### src/rtl/uart_txwm_pkg.sv
package uart_txwm_pkg;

    localparam logic [8:0] A_THR = 9'h000;
    localparam logic [8:0] A_IER = 9'h004;
    localparam logic [8:0] A_IIR = 9'h008;
    localparam logic [8:0] A_FEAT = 9'h100;
    localparam logic [8:0] A_WMLV = 9'h104;

    localparam logic [7:0] IIR_TX = 8'hC2;
    localparam logic [7:0] IIR_NONE = 8'hC1;

    typedef enum logic [2:0] {
        SEL_NONE,
        SEL_THR,
        SEL_IER,
        SEL_IIR,
        SEL_FEAT,
        SEL_WMLV
    } reg_sel_e;

    typedef struct packed {
        logic       rd;
        logic       wr;
        logic [8:0] addr;
        logic [7:0] wdata;
    } bus_req_t;

    function automatic reg_sel_e decode(input logic [8:0] a);
        reg_sel_e s;
        case (a)
            A_THR:   s = SEL_THR;
            A_IER:   s = SEL_IER;
            A_IIR:   s = SEL_IIR;
            A_FEAT:  s = SEL_FEAT;
            A_WMLV:  s = SEL_WMLV;
            default: s = SEL_NONE;
        endcase
        return s;
    endfunction

    function automatic int wm_sat(input logic [7:0] wm, input int depth);
        return (int'(wm) >= depth - 1) ? depth - 1 : int'(wm);
    endfunction

endpackage

### src/rtl/txwm_fifo.sv
module txwm_fifo #(
    parameter int DEPTH = 32,
    localparam int PTR_W = $clog2(DEPTH),
    localparam int LVL_W = $clog2(DEPTH + 1)
) (
    input  logic             clk,
    input  logic             rst,
    input  logic             push,
    input  logic [7:0]       din,
    input  logic             pop,
    output logic [7:0]       head,
    output logic [LVL_W-1:0] level,
    output logic             full,
    output logic             ovf
);
    logic [7:0]       mem [DEPTH];
    logic [PTR_W-1:0] wptr, rptr;
    logic             do_push, do_pop;

    assign full    = (level == LVL_W'(DEPTH));
    assign do_push = push && !full;
    assign do_pop  = pop && (level != '0);
    assign head    = mem[rptr];

    always_ff @(posedge clk) begin
        if (do_push) mem[wptr] <= din;
    end

    always_ff @(posedge clk) begin
        if (rst) begin
            wptr  <= '0;
            rptr  <= '0;
            level <= '0;
            ovf   <= 1'b0;
        end else begin
            if (do_push) wptr <= wptr + 1'b1;
            if (do_pop)  rptr <= rptr + 1'b1;
            case ({do_push, do_pop})
                2'b10:   level <= level + 1'b1;
                2'b01:   level <= level - 1'b1;
                default: level <= level;
            endcase
            if (push && full) ovf <= 1'b1;
        end
    end

    p_no_overflow_r4: assert property (@(posedge clk) disable iff (rst)
        (push && full && !pop) |=> $stable(level));
    p_ovf_sticky_r4: assert property (@(posedge clk) disable iff (rst)
        ovf |=> ovf);
    p_level_bound_r3: assert property (@(posedge clk) disable iff (rst)
        int'(level) <= DEPTH);
endmodule

### src/rtl/txwm_regs.sv
module txwm_regs
    import uart_txwm_pkg::*;
(
    input  logic     clk,
    input  logic     rst,
    input  bus_req_t req,
    input  logic     active,
    output logic     ie_tx,
    output logic     wm_en,
    output logic [7:0] wm_lvl,
    output logic     thr_wr,
    output logic     ack,
    output logic [7:0] rdata
);
    reg_sel_e   sel;
    logic [3:0] ier_q;

    assign sel    = decode(req.addr);
    assign ie_tx  = ier_q[1];
    assign thr_wr = req.wr && (sel == SEL_THR);
    assign ack    = req.rd && (sel == SEL_IIR) && active;

    always_ff @(posedge clk) begin
        if (rst) begin
            ier_q  <= '0;
            wm_en  <= 1'b0;
            wm_lvl <= '0;
        end else if (req.wr) begin
            case (sel)
                SEL_IER:  ier_q  <= req.wdata[3:0];
                SEL_FEAT: wm_en  <= req.wdata[0];
                SEL_WMLV: wm_lvl <= req.wdata;
                default:  ;
            endcase
        end
    end

    always_comb begin
        case (sel)
            SEL_IER:  rdata = {4'b0, ier_q};
            SEL_IIR:  rdata = active ? IIR_TX : IIR_NONE;
            SEL_FEAT: rdata = {7'b0, wm_en};
            SEL_WMLV: rdata = wm_lvl;
            default:  rdata = 8'h00;
        endcase
    end

    p_iir_code_r8: assert property (@(posedge clk) disable iff (rst)
        (req.rd && sel == SEL_IIR) |-> (rdata == IIR_TX || rdata == IIR_NONE));
endmodule

### src/rtl/txwm_irq.sv
module txwm_irq
    import uart_txwm_pkg::*;
#(
    parameter int DEPTH = 32,
    localparam int LVL_W = $clog2(DEPTH + 1)
) (
    input  logic             clk,
    input  logic             rst,
    input  logic [LVL_W-1:0] level,
    input  logic             wm_en,
    input  logic [7:0]       wm_lvl,
    input  logic             ie,
    input  logic             ack,
    input  logic             thr_wr,
    output logic             irq_o
);
    logic cond, cond_q, ie_q, pend_q, arm;

    assign cond  = wm_en ? (int'(level) <= wm_sat(wm_lvl, DEPTH)) : (level == '0);
    assign arm   = cond && (!cond_q || (ie && !ie_q));
    assign irq_o = pend_q && cond && ie;

    always_ff @(posedge clk) begin
        if (rst) begin
            cond_q <= 1'b1;
            ie_q   <= 1'b0;
            pend_q <= 1'b0;
        end else begin
            cond_q <= cond;
            ie_q   <= ie;
            if (!cond || ack || thr_wr) pend_q <= 1'b0;
            else if (arm)               pend_q <= 1'b1;
        end
    end

    p_ack_clears_r9: assert property (@(posedge clk) disable iff (rst)
        (ack || thr_wr) |=> !irq_o);
    p_no_rearm_r10: assert property (@(posedge clk) disable iff (rst)
        (!pend_q && cond_q && cond && ie_q && ie) |=> !pend_q);
endmodule

### src/rtl/uart_txwm.sv
module uart_txwm
    import uart_txwm_pkg::*;
#(
    parameter int DEPTH = 32,
    localparam int LVL_W = $clog2(DEPTH + 1)
) (
    input  logic             clk,
    input  logic             rst,
    input  logic             rd_en,
    input  logic             wr_en,
    input  logic [8:0]       addr,
    input  logic [7:0]       wdata,
    output logic [7:0]       rdata,
    input  logic             tx_pop,
    output logic [7:0]       tx_data,
    output logic [LVL_W-1:0] tx_level,
    output logic             irq,
    output logic             tx_ovf
);
    bus_req_t   req;
    logic       ie_tx, wm_en, thr_wr, ack, full;
    logic [7:0] wm_lvl;

    assign req = '{rd: rd_en, wr: wr_en, addr: addr, wdata: wdata};

    txwm_regs u_regs (
        .clk(clk), .rst(rst), .req(req), .active(irq),
        .ie_tx(ie_tx), .wm_en(wm_en), .wm_lvl(wm_lvl),
        .thr_wr(thr_wr), .ack(ack), .rdata(rdata)
    );

    txwm_fifo #(.DEPTH(DEPTH)) u_fifo (
        .clk(clk), .rst(rst), .push(thr_wr), .din(wdata), .pop(tx_pop),
        .head(tx_data), .level(tx_level), .full(full), .ovf(tx_ovf)
    );

    txwm_irq #(.DEPTH(DEPTH)) u_irq (
        .clk(clk), .rst(rst), .level(tx_level), .wm_en(wm_en),
        .wm_lvl(wm_lvl), .ie(ie_tx), .ack(ack), .thr_wr(thr_wr), .irq_o(irq)
    );

    p_normal_empty_r5: assert property (@(posedge clk) disable iff (rst)
        (!wm_en && irq) |-> (tx_level == '0));
    p_irq_full_r7: assert property (@(posedge clk) disable iff (rst)
        full |-> !irq);
endmodule

### config.mk
export PLATFORM = sky130hd
export DESIGN_NAME = uart_txwm
export DESIGN_NICKNAME = d
export VERILOG_FILES = /design/src/rtl/uart_txwm_pkg.sv /design/src/rtl/txwm_fifo.sv /design/src/rtl/txwm_regs.sv /design/src/rtl/txwm_irq.sv /design/src/rtl/uart_txwm.sv
export SDC_FILE = /design/constraint.sdc
export NUM_CORES = 1
export LEC_CHECK = 0
export BUFFER_PORTS_ARGS = -buffer_cell sky130_fd_sc_hd__buf_2
export CAP_MARGIN = 20
export CELL_PAD_IN_SITES_DETAIL_PLACEMENT = 1
export CELL_PAD_IN_SITES_GLOBAL_PLACEMENT = 1
export CORE_MARGIN = 3
export CORE_UTILIZATION = 35
export CTS_CLUSTER_SIZE = 24
export DETAILED_ROUTE_END_ITERATION = 8
export PLACE_DENSITY = 0.66
export SYNTH_ARGS = -nofsm -noshare
export SYNTH_HDL_FRONTEND = slang
export SYNTH_HIERARCHICAL = 1
export SYNTH_SLANG_ARGS = --single-unit
### constraint.sdc
create_clock -name clk -period 5.3 [get_ports clk]
set_clock_uncertainty 0.15 [all_clocks]
set_input_delay 0.795 -clock clk [delete_from_list [all_inputs] [get_ports clk]]
set_output_delay 0.795 -clock clk [all_outputs]
set_load 0.02 [all_outputs]
**After elaboration in Yosys (flattened, before gate mapping)**

Memory sizes are Yosys's and may differ from the RTL's. A register that Yosys moved wholly into a read port is not among the register bits.
Cells that the tools add are included.

- Reduce and logical (&&, ||, !) cells: 25
- Muxes and demuxes: 10
- Magnitude comparators: 2
- Equal/unequal tests: 12
- Add/sub/neg operators: 4

Operators with widths:

| operator | number |
|---|---|
| $le A7 B32 Y1 | 1 |
| $pmux W8 S4 | 1 |
| $eq A9 B9 Y1 const B | 2 |
| $pmux W3 S5 | 1 |
| $pmux W6 S2 | 1 |
| $add A5 B1 Y5 const B | 2 |
| $logic_and A1 B1 Y1 | 10 |
| $mux W5 | 2 |
| $eq A9 B3 Y1 const B | 1 |
| $eq A9 B4 Y1 const B | 1 |
| $logic_not A9 Y1 | 1 |
| $ge A8 B5 Y1 const B | 1 |
| $mux W8 | 1 |
| $add A6 B1 Y6 const B | 1 |
| $eq A3 B2 Y1 const B | 2 |
| $eq A3 B3 Y1 const B | 2 |
| $eq A6 B6 Y1 const B | 1 |
| $logic_not A6 Y1 | 1 |
| $reduce_and A2 Y1 | 3 |
| $reduce_bool A6 Y1 | 1 |
| $sub A6 B1 Y6 const B | 1 |
| $logic_not A1 Y1 | 4 |
| $eq A3 B1 Y1 const B | 1 |
| $logic_or A1 B1 Y1 | 3 |
| 6 further kinds | 8 |

- Bits in writable memories: 256
- Register bits: 33
- Memories kept: 1
- Output and inout bits: 24
- Word-level logic and storage cells: 64

Memories:

| memory | depth | bits a word | rd ports | clocked after memory_dff | write ports | RTL line | RTL |
|---|---|---|---|---|---|---|---|
| u_fifo.mem | 32 | 8 | 1 | 1 | 1 | txwm_fifo.sv:16 | `logic [7:0] mem [DEPTH];` |

**Logic depth before layout (Yosys ltp)**

Gate-level depths: netlist of run 1.

- Depth in word-level cells: 10
- Mapped depth: 15
- Mapped depth without buffers: 12

**Modules after synthesis**

The synthesis of run 1 kept the hierarchy.

Modules (own cells, without submodules):

| module | times used | cells an instance | area an instance (sq um) |
|---|---|---|---|
| txwm_fifo | 1 | 638 | 11170.7 |
| txwm_regs | 1 | 89 | 812.0 |
| txwm_irq | 1 | 38 | 301.5 |

**Worst setup path before layout of run 1**

No wires, ideal clock.

- Kind: input to register
- Start point: input addr[1]
- End point: register u_fifo.level[4]
- Slack: 0.906 ns
- Path buffers: 3
- Data arrival time: 4.121 ns
- Cell stages on the path: 15
- Data required time: 5.027 ns
- Cells stage by stage: or4_4 buf_6 buf_8 nor4_2 inv_1 a21oi_1 inv_1 ha_1 clkbuf_1 xor2_1 ha_1 a21oi_1 a32oi_1 a31oi_1 mux2_1

- Word-level cells in the longest chain between the ends: 7
- Elaborated cells between the ends (all ways): 13
- Classes of those cells: 7 x eq/ne; 2 x mux; 4 x reduce/logical

Ends and longest elaborated chain:

| element | RTL line | RTL |
|---|---|---|
| start: declaration | uart_txwm.sv:11 | `input logic [8:0] addr,` |
| $eq A9 B9 Y1 (tied with other cells) | uart_txwm_pkg.sv:30 | `case (a)` |
| $pmux W3 S5 * | uart_txwm_pkg.sv:30 |  |
| $eq A3 B1 Y1 * | txwm_regs.sv:20 | `assign thr_wr = req.wr && (sel == SEL_THR);` |
| $logic_and A1 B1 Y1 * | txwm_regs.sv:20 |  |
| net thr_wr | uart_txwm.sv:21 | `logic ie_tx, wm_en, thr_wr, ack, full;` |
| $logic_and A1 B1 Y1 * | txwm_fifo.sv:21 | `assign do_push = push && !full;` |
| $eq A2 B1 Y1 / $eq A2 B2 Y1 (equally long branches) | txwm_fifo.sv:38 | `case ({do_push, do_pop})` |
| $pmux W6 S2 / $reduce_bool A2 Y1 (equally long branches) | n/a |  |
| end signal: assignment | txwm_fifo.sv:39 | `2'b10: level <= level + 1'b1;` |
| end signal: assignment | txwm_fifo.sv:40 | `2'b01: level <= level - 1'b1;` |
| end signal: assignment | txwm_fifo.sv:41 | `default: level <= level;` |
| end: declaration | txwm_fifo.sv:12 | `output logic [LVL_W-1:0] level,` |

Mark *: on every way through the listed nets, which the timed path passes. The rest lies on a longest branch.
A chain may end at the register's enable or synchronous reset.

==> results of run 1 <==
[where the power goes]
group          total [mW]  switching [mW]  internal (mW)
sequential           2.51        0.000413           2.51
clock                2.07           0.835           1.23
combinational      0.0674          0.0565         0.0110
[cell usage in the layout (no fill, tap or decap), types with 4 or more instances in the layout]
cell type and instances:
or3_1 6, nand3_1 29, buf_2 45, clkinv_2 6
nand2_1 13, nor2b_1 6, mux4_2 18, mux4_1 14
a221oi_1 8, xnor2_1 4, nor3b_1 5, and2_1 4
clkbuf_1 11, nor4_2 4, dfxtp_1 36, edfxtp_1 256
nand4_1 13, ha_1 14, inv_1 12, xor2_1 7
a21oi_1 23, buf_4 4, clkbuf_16 31, o31ai_1 11
nor3_1 5, a22oi_1 32, a22o_1 10, nor2_1 56
nand3b_1 6, mux2i_1 69, nand2b_1 9
[through the flow]
step | hold slack (ns) | utilization (%) | total power, mW | setup slack, ns | instances
floorplan | 0.2970 | - | 2.580 | 0.9059 | 765
global placement | 0.3086 | 37.77 | 2.628 | 0.6267 | 1217
detailed placement | 0.3209 | 37.77 | 2.631 | 0.4871 | 1217
CTS | 0.3295 | 40.64 | 4.705 | 0.9608 | 1273
global route | 0.3586 | 40.64 | 4.810 | 0.7864 | 1273
finish | 0.3240 | 40.64 | 4.649 | 0.9929 | 1273
[state kept, by name (all words and copies together), names as in the netlist, named ones only]
register,flops
u_regs/wm_lvl,8
u_fifo/rptr,5
u_fifo/level,6
u_fifo/wptr,5
u_irq/cond_q,1
u_regs/wm_en,1
u_fifo/mem,256
u_irq/pend_q,1
u_regs/ier_q,4
u_fifo/ovf,1
u_irq/ie_q,1
[worst max path at each step]
| stage | start | end | slack [ns] | depth (start not counted) |
|---|---|---|---|---|
| final | flop | tx_data[1] | 0.99 | 5 |
| after global routing | flop | tx_data[0] | 0.79 | 5 |
| after CTS | flop | tx_data[1] | 0.96 | 5 |
| after detailed placement | addr[1] | u_fifo/level[4]$_SDFFE_PP0P_ | 0.49 | 13 |
| after global placement | addr[1] | u_fifo/level[4]$_SDFFE_PP0P_ | 0.63 | 13 |
| after floorplan | addr[1] | u_fifo/level[4]$_SDFFE_PP0P_ | 0.91 | 15 |
[cells by family after synthesis]
family,share of synthesized area [%]
AOI/OAI and AO/OA,6.305
xor gates and xnor gates,0.7843
adders and majority gates,1.426
buffers and inverters,2.394
DFF,68.77
muxes,12.01
other,0.03053
and+or+nand+nor,8.281
[worst max-delay path, cell delays in order, from the launching register on]
cell      delay (ns)
dfxtp_2         0.88
mux4_1          0.68
a22o_1          0.29
a221oi_1        0.54
nand3_1         0.21
buf_2           0.20
[metal layers]
metal,up-vias,global-route usage (%)
li1,3117,-
met1,3507,20.29
met2,130,24.82
met3,27,2.800
met4,0,2.197
met5,-,0
[cell type report]
class / instances / area share, %
inverter: 12 / 0.3257
sequential: 294 / 61.12
tap: 448 / 4.053
clock buffer: 43 / 6.007
clock inverter: 13 / 1.040
multi-input combinational: 414 / 25.61
timing repair buffer: 49 / 1.845
==> results.json, run 1 <==
{
  "leakage_nw": 4.315,
  "hold_end": "u_regs/ier_q[0]$_SDFFE_PP0P_",
  "cp-start-kind": "flop",
  "fill_cells": 3476,
  "maxCapViolCount": 0,
  "status": "finished clean",
  "placed_area_um2": 12860,
  "route.detailed.drc": 0,
  "cts_setup_buffers": 0,
  "cts_hold_buffers": 0,
  "die_x_um": 193.3,
  "netlist_instances": 765,
  "vias_per_cell": 5.327,
  "drive_gt1_share_pct": 15.39,
  "synth_area_leaders": "edfxtp_1 (63%), dfxtp_1 (6.2%), mux2i_1 (5.6%), mux4_2 (3.3%), mux4_1 (3.0%)",
  "period_needed_ns": 4.307,
  "hold_start": "u_regs/ier_q[0]$_SDFFE_PP0P_",
  "met3WireLength_um": 1186,
  "nets": 837,
  "clk_pin_slew_ns": 0.06,
  "grt_pass1_wl_um": 42880,
  "first_iter_violations": 435,
  "final-seq-area_um2": 8453,
  "firstDrtPassIters": 4,
  "met1_length_um": 12930,
  "ir_worst_vdd_v": 0.0002654,
  "slew_headroom_pct": 29.09,
  "ioPinCount": 46,
  "whs_path_depth": 2,
  "worst-r2r-cell-count": 10,
  "end_kind": "output pin",
  "cellPowerDensity_nw_per_um2": 336.1,
  "hold_violations": 0,
  "antenna_left": 0,
  "path_class": "flop to output pin",
  "cts.path.max_buffers": 3,
  "synth_commonest_cells": "edfxtp_1 (256), mux2i_1 (69), nor2_1 (56)",
  "synth_edf_count": 256,
  "setup_viol": 0,
  "hpwl_um": 17610,
  "grt_pass1_vias": 7135,
  "clock-sinks": 294,
  "area_delta_synth_final_pct": 12.59,
  "netlist_area_um2": 12280,
  "start_util_pct": 36.09,
  "cts-root-buf": "clkbuf_16",
  "antenna-diode-count": 0,
  "vias": 6781,
  "port_buffers": 45,
  "cts_inserted_buffers": 30,
  "worstPathArrival_ns": 3.36,
  "synth_top_cell_area_share_pct": 62.58,
  "ys_types": 64,
  "wl_per_cell_um": 22.15,
  "fmax_ghz": 0.2322,
  "synthMostInstantiatedCell": "edfxtp_1",
  "core_area_um2": 34040,
  "path_max_fanout": 24,
  "worst_skew_pair.late_latency_ns": 0.55,
  "multi_input_area_um2": 3542,
  "hp-class": "flop to flop",
  "cts_tree": "yes",
  "final_max_slew_viol_count": 0,
  "htree_levels": 1,
  "r2r_setup_slack_ns": 1.82,
  "setup_tns_ns": 0,
  "syn_avg_cell_area_um2": 16.06,
  "final_area_um2": 13830,
  "die-area_um2": 37380,
  "synth_largest_area_cell": "edfxtp_1",
  "period_share_pct": 81.27,
  "regToRegStartpoint": "u_fifo/level[0]$_SDFFE_PP0P_",
  "rsz0062_at_grt": "false",
  "worst_pin_slew_ns": 1.061,
  "routabilityCongestion": 0.7782,
  "synthesis.nets": 801,
  "antenna_found_initial": 0,
  "r2r_end": "u_fifo/level[4]$_SDFFE_PP0P_",
  "postCtsResizedCells": 0,
  "synth_flop_cell": "edfxtp_1",
  "overflow": 0,
  "grtUsageTotal_pct": 14.68,
  "met2_length_um": 13730,
  "synth-seq-cells": 294,
  "synth-async-reset-ratio_pct": 0,
  "wl_um": 28190,
  "cp.required_ns": 4.36,
  "rows": 67,
  "grt_start_max_net_pins": 50,
  "highest_layer": "met4",
  "ys_seq_area_share_pct": 68.77,
  "die_y_um": 193.3,
  "yosys_warnings": 6
}
Power figures use the tool's default switching activity.
==> run 2: changes to the inputs <==
- PLACE_DENSITY: 0.66 -> 0.69
- clock period: 5.3 -> 3.5 ns (I/O delays scaled with it)
==> run 2 against run 1 <==
  * The flow now finishes with violations (negative setup slack)
  * Sequential share of layout area down 4.0 points
  * Flip-flop and latch count is the same
  * Hold slack got worse by 0.11 ns
  * First-iteration DRC count up 13%
  * Combinational power grew 56%
  * Global-route usage increased by 0.85 points
  * Design area grew 7.0%
  * Register-to-register slack got worse by 1.7 ns
  * Count of clock-buffer cells in the layout down 1
  * Power rose by 63%
  * Wire length grew 7.1%
  * Critical path type unchanged
  * Largest power group unchanged
==> results.json, run 2 (synthesis results as in run 1) <==
{
  "whs_path_depth": 4,
  "wl_per_cell_um": 22.52,
  "combPwrFrac_pct": 1.4,
  "start_util_pct": 36.09,
  "htree_levels": 1,
  "hold_violations": 0,
  "cts_inserted_buffers": 30,
  "worst_pin_slew_ns": 1.086,
  "setup_viol": 2,
  "first_iter_violations": 492,
  "grtUsageTotal_pct": 15.53,
  "leakage_nw": 4.835,
  "cts.path.max_buffers": 3,
  "clk_pin_slew_ns": 0.06,
  "rows": 67,
  "p_int_mw": 6.152,
  "fmax_ghz": 0.2789,
  "switching_power_mw": 1.405,
  "rsz0062_at_grt": "true",
  "setup_tns_ns": -0.1486,
  "cp.required_ns": 2.82,
  "hp-class": "primary input to flop",
  "largest-register": "u_fifo/mem",
  "placed_area_um2": 13280,
  "cts_hold_buffers": 0,
  "top_regs": "u_fifo/mem (256), u_regs/wm_lvl (8), u_fifo/level (6)",
  "ir_worst_vdd_v": 0.0003443,
  "cellPowerDensity_nw_per_um2": 510.7,
  "cp-start-kind": "flop",
  "firstDrtPassIters": 4,
  "vias": 7165,
  "layout_common_cells": "edfxtp_1 (256), mux2i_1 (69), buf_4 (64)",
  "area_delta_synth_final_pct": 20.46,
  "instances_no_fill": 1341,
  "drive_gt1_share_pct": 26.43,
  "period_needed_ns": 3.586,
  "grt_pass1_vias": 7615,
  "wl_um": 30190,
  "routabilityCongestion": 0.7782,
  "final_max_slew_viol_count": 0,
  "grt_start_max_net_pins": 44,
  "path_max_fanout": 5,
  "p_clk_share_pct": 48.3,
  "end_kind": "output pin",
  "antenna-diode-count": 0,
  "worstPathArrival_ns": 2.91,
  "mostFrequentLayoutCell": "edfxtp_1",
  "antenna_found_initial": 0,
  "die-area_um2": 37380,
  "cts-root-buf": "clkbuf_16",
  "largest_reg_flops": 256,
  "layout_setup_ws_ns": -0.08576,
  "overflow": 0,
  "cts_tree": "yes",
  "fin_util_pct": 43.48,
  "status": "finished, violations left",
  "die_x_um": 193.3,
  "ioPinCount": 46,
  "final_area_um2": 14800,
  "vias_per_cell": 5.343,
  "core_area_um2": 34040,
  "period_share_pct": 102.5,
  "violations": "negative setup slack",
  "place_inst": 1261,
  "nets": 905,
  "grt_pass1_wl_um": 45730,
  "clock-sinks": 294,
  "worst_skew_pair.late_latency_ns": 0.54,
  "slew_headroom_pct": 27.43,
  "route.detailed.drc": 0,
  "port_buffers": 45,
  "path_class": "flop to output pin",
  "maxCapViolCount": 0,
  "pwr-share-seq_pct": 50.3,
  "worst-r2r-cell-count": 19,
  "netSwitchingFraction_pct": 18.59,
  "die_y_um": 193.3,
  "antenna_left": 0,
  "hpwl_um": 17620
}
run 2: critical path: stages (launching register included):
cell and delay (ns):
dfxtp_2 0.33, or3_4 0.44, nor2_4 0.13, ha_4 0.21
nor2b_1 0.12, o211ai_1 0.17, nand4b_1 0.19, a21oi_2 0.23
inv_2 0.07, a221o_1 0.34, buf_6 0.14
run 2: metrics by stage:
step,hold WS [ns],power (mW),setup WS (ns)
2_1_floorplan,0.2970,3.909,-0.1606
3_3_place_gp,0.3043,3.979,0.1197
3_5_place_dp,0.3183,3.984,0.03455
4_1_cts,0.1767,7.646,-0.09879
5_1_grt,0.2090,7.783,-0.2001
6_report,0.2124,7.557,-0.08576
run 2: path summary, 6_finish.rpt:
| kind | start | end | slack, ns |
|---|---|---|---|
| worst min-delay path | addr[8] | u_regs/ier_q[3]$_SDFFE_PP0P_ | 0.21 |
| worst max-delay path | u_regs/wm_lvl[7]$_SDFFE_PP0P_ | rdata[0] | -0.09 |
| worst min register to register | u_regs/wm_lvl[7]$_SDFFE_PP0P_ | u_regs/wm_lvl[7]$_SDFFE_PP0P_ | 0.33 |
| worst max register to register | u_regs/wm_lvl[7]$_SDFFE_PP0P_ | u_irq/pend_q$_SDFFE_PP0P_ | 0.12 |
run 2: power by group through the flow:
stage	logic [mW]	registers [mW]	clock network, mW
5_1_grt	0.115	3.80	3.87
3_3_place_gp	0.0999	3.88	0
2_1_floorplan	0.0284	3.88	0
6_report	0.105	3.80	3.65
4_1_cts	0.106	3.80	3.74
3_5_place_dp	0.105	3.88	0
run 2: what timing repair did:
| item | 4_1_cts | 5_1_grt |
|---|---|---|
| cloned | 0 | 1 |
| setup buffers | 15 | 9 |
| gates resized for setup | 21 | 14 |
| setup endpoints to repair | 10 | 7 |
| pin swaps | 7 | 9 |
run 2: layout make-up:
cell class              instances  area [µm²]
fillers                      3398       19240
flip-flops and latches        294        8457
multi-input cells             414        3749
clock buffers                  42       877.1
repair buffers                117       835.8
well taps                     448       560.5
clock inverters                14       274.0
inverters                      12       45.04
run 2: routing by layer:
layer  track usage, %  up-vias  share of wire (%)
met2            26.59      165                 50
met4            3.938        0                2.3
met1            21.04     3702                 43
met5                0        -                  0
met3            2.105       42                4.3
li1                 -     3256                  -
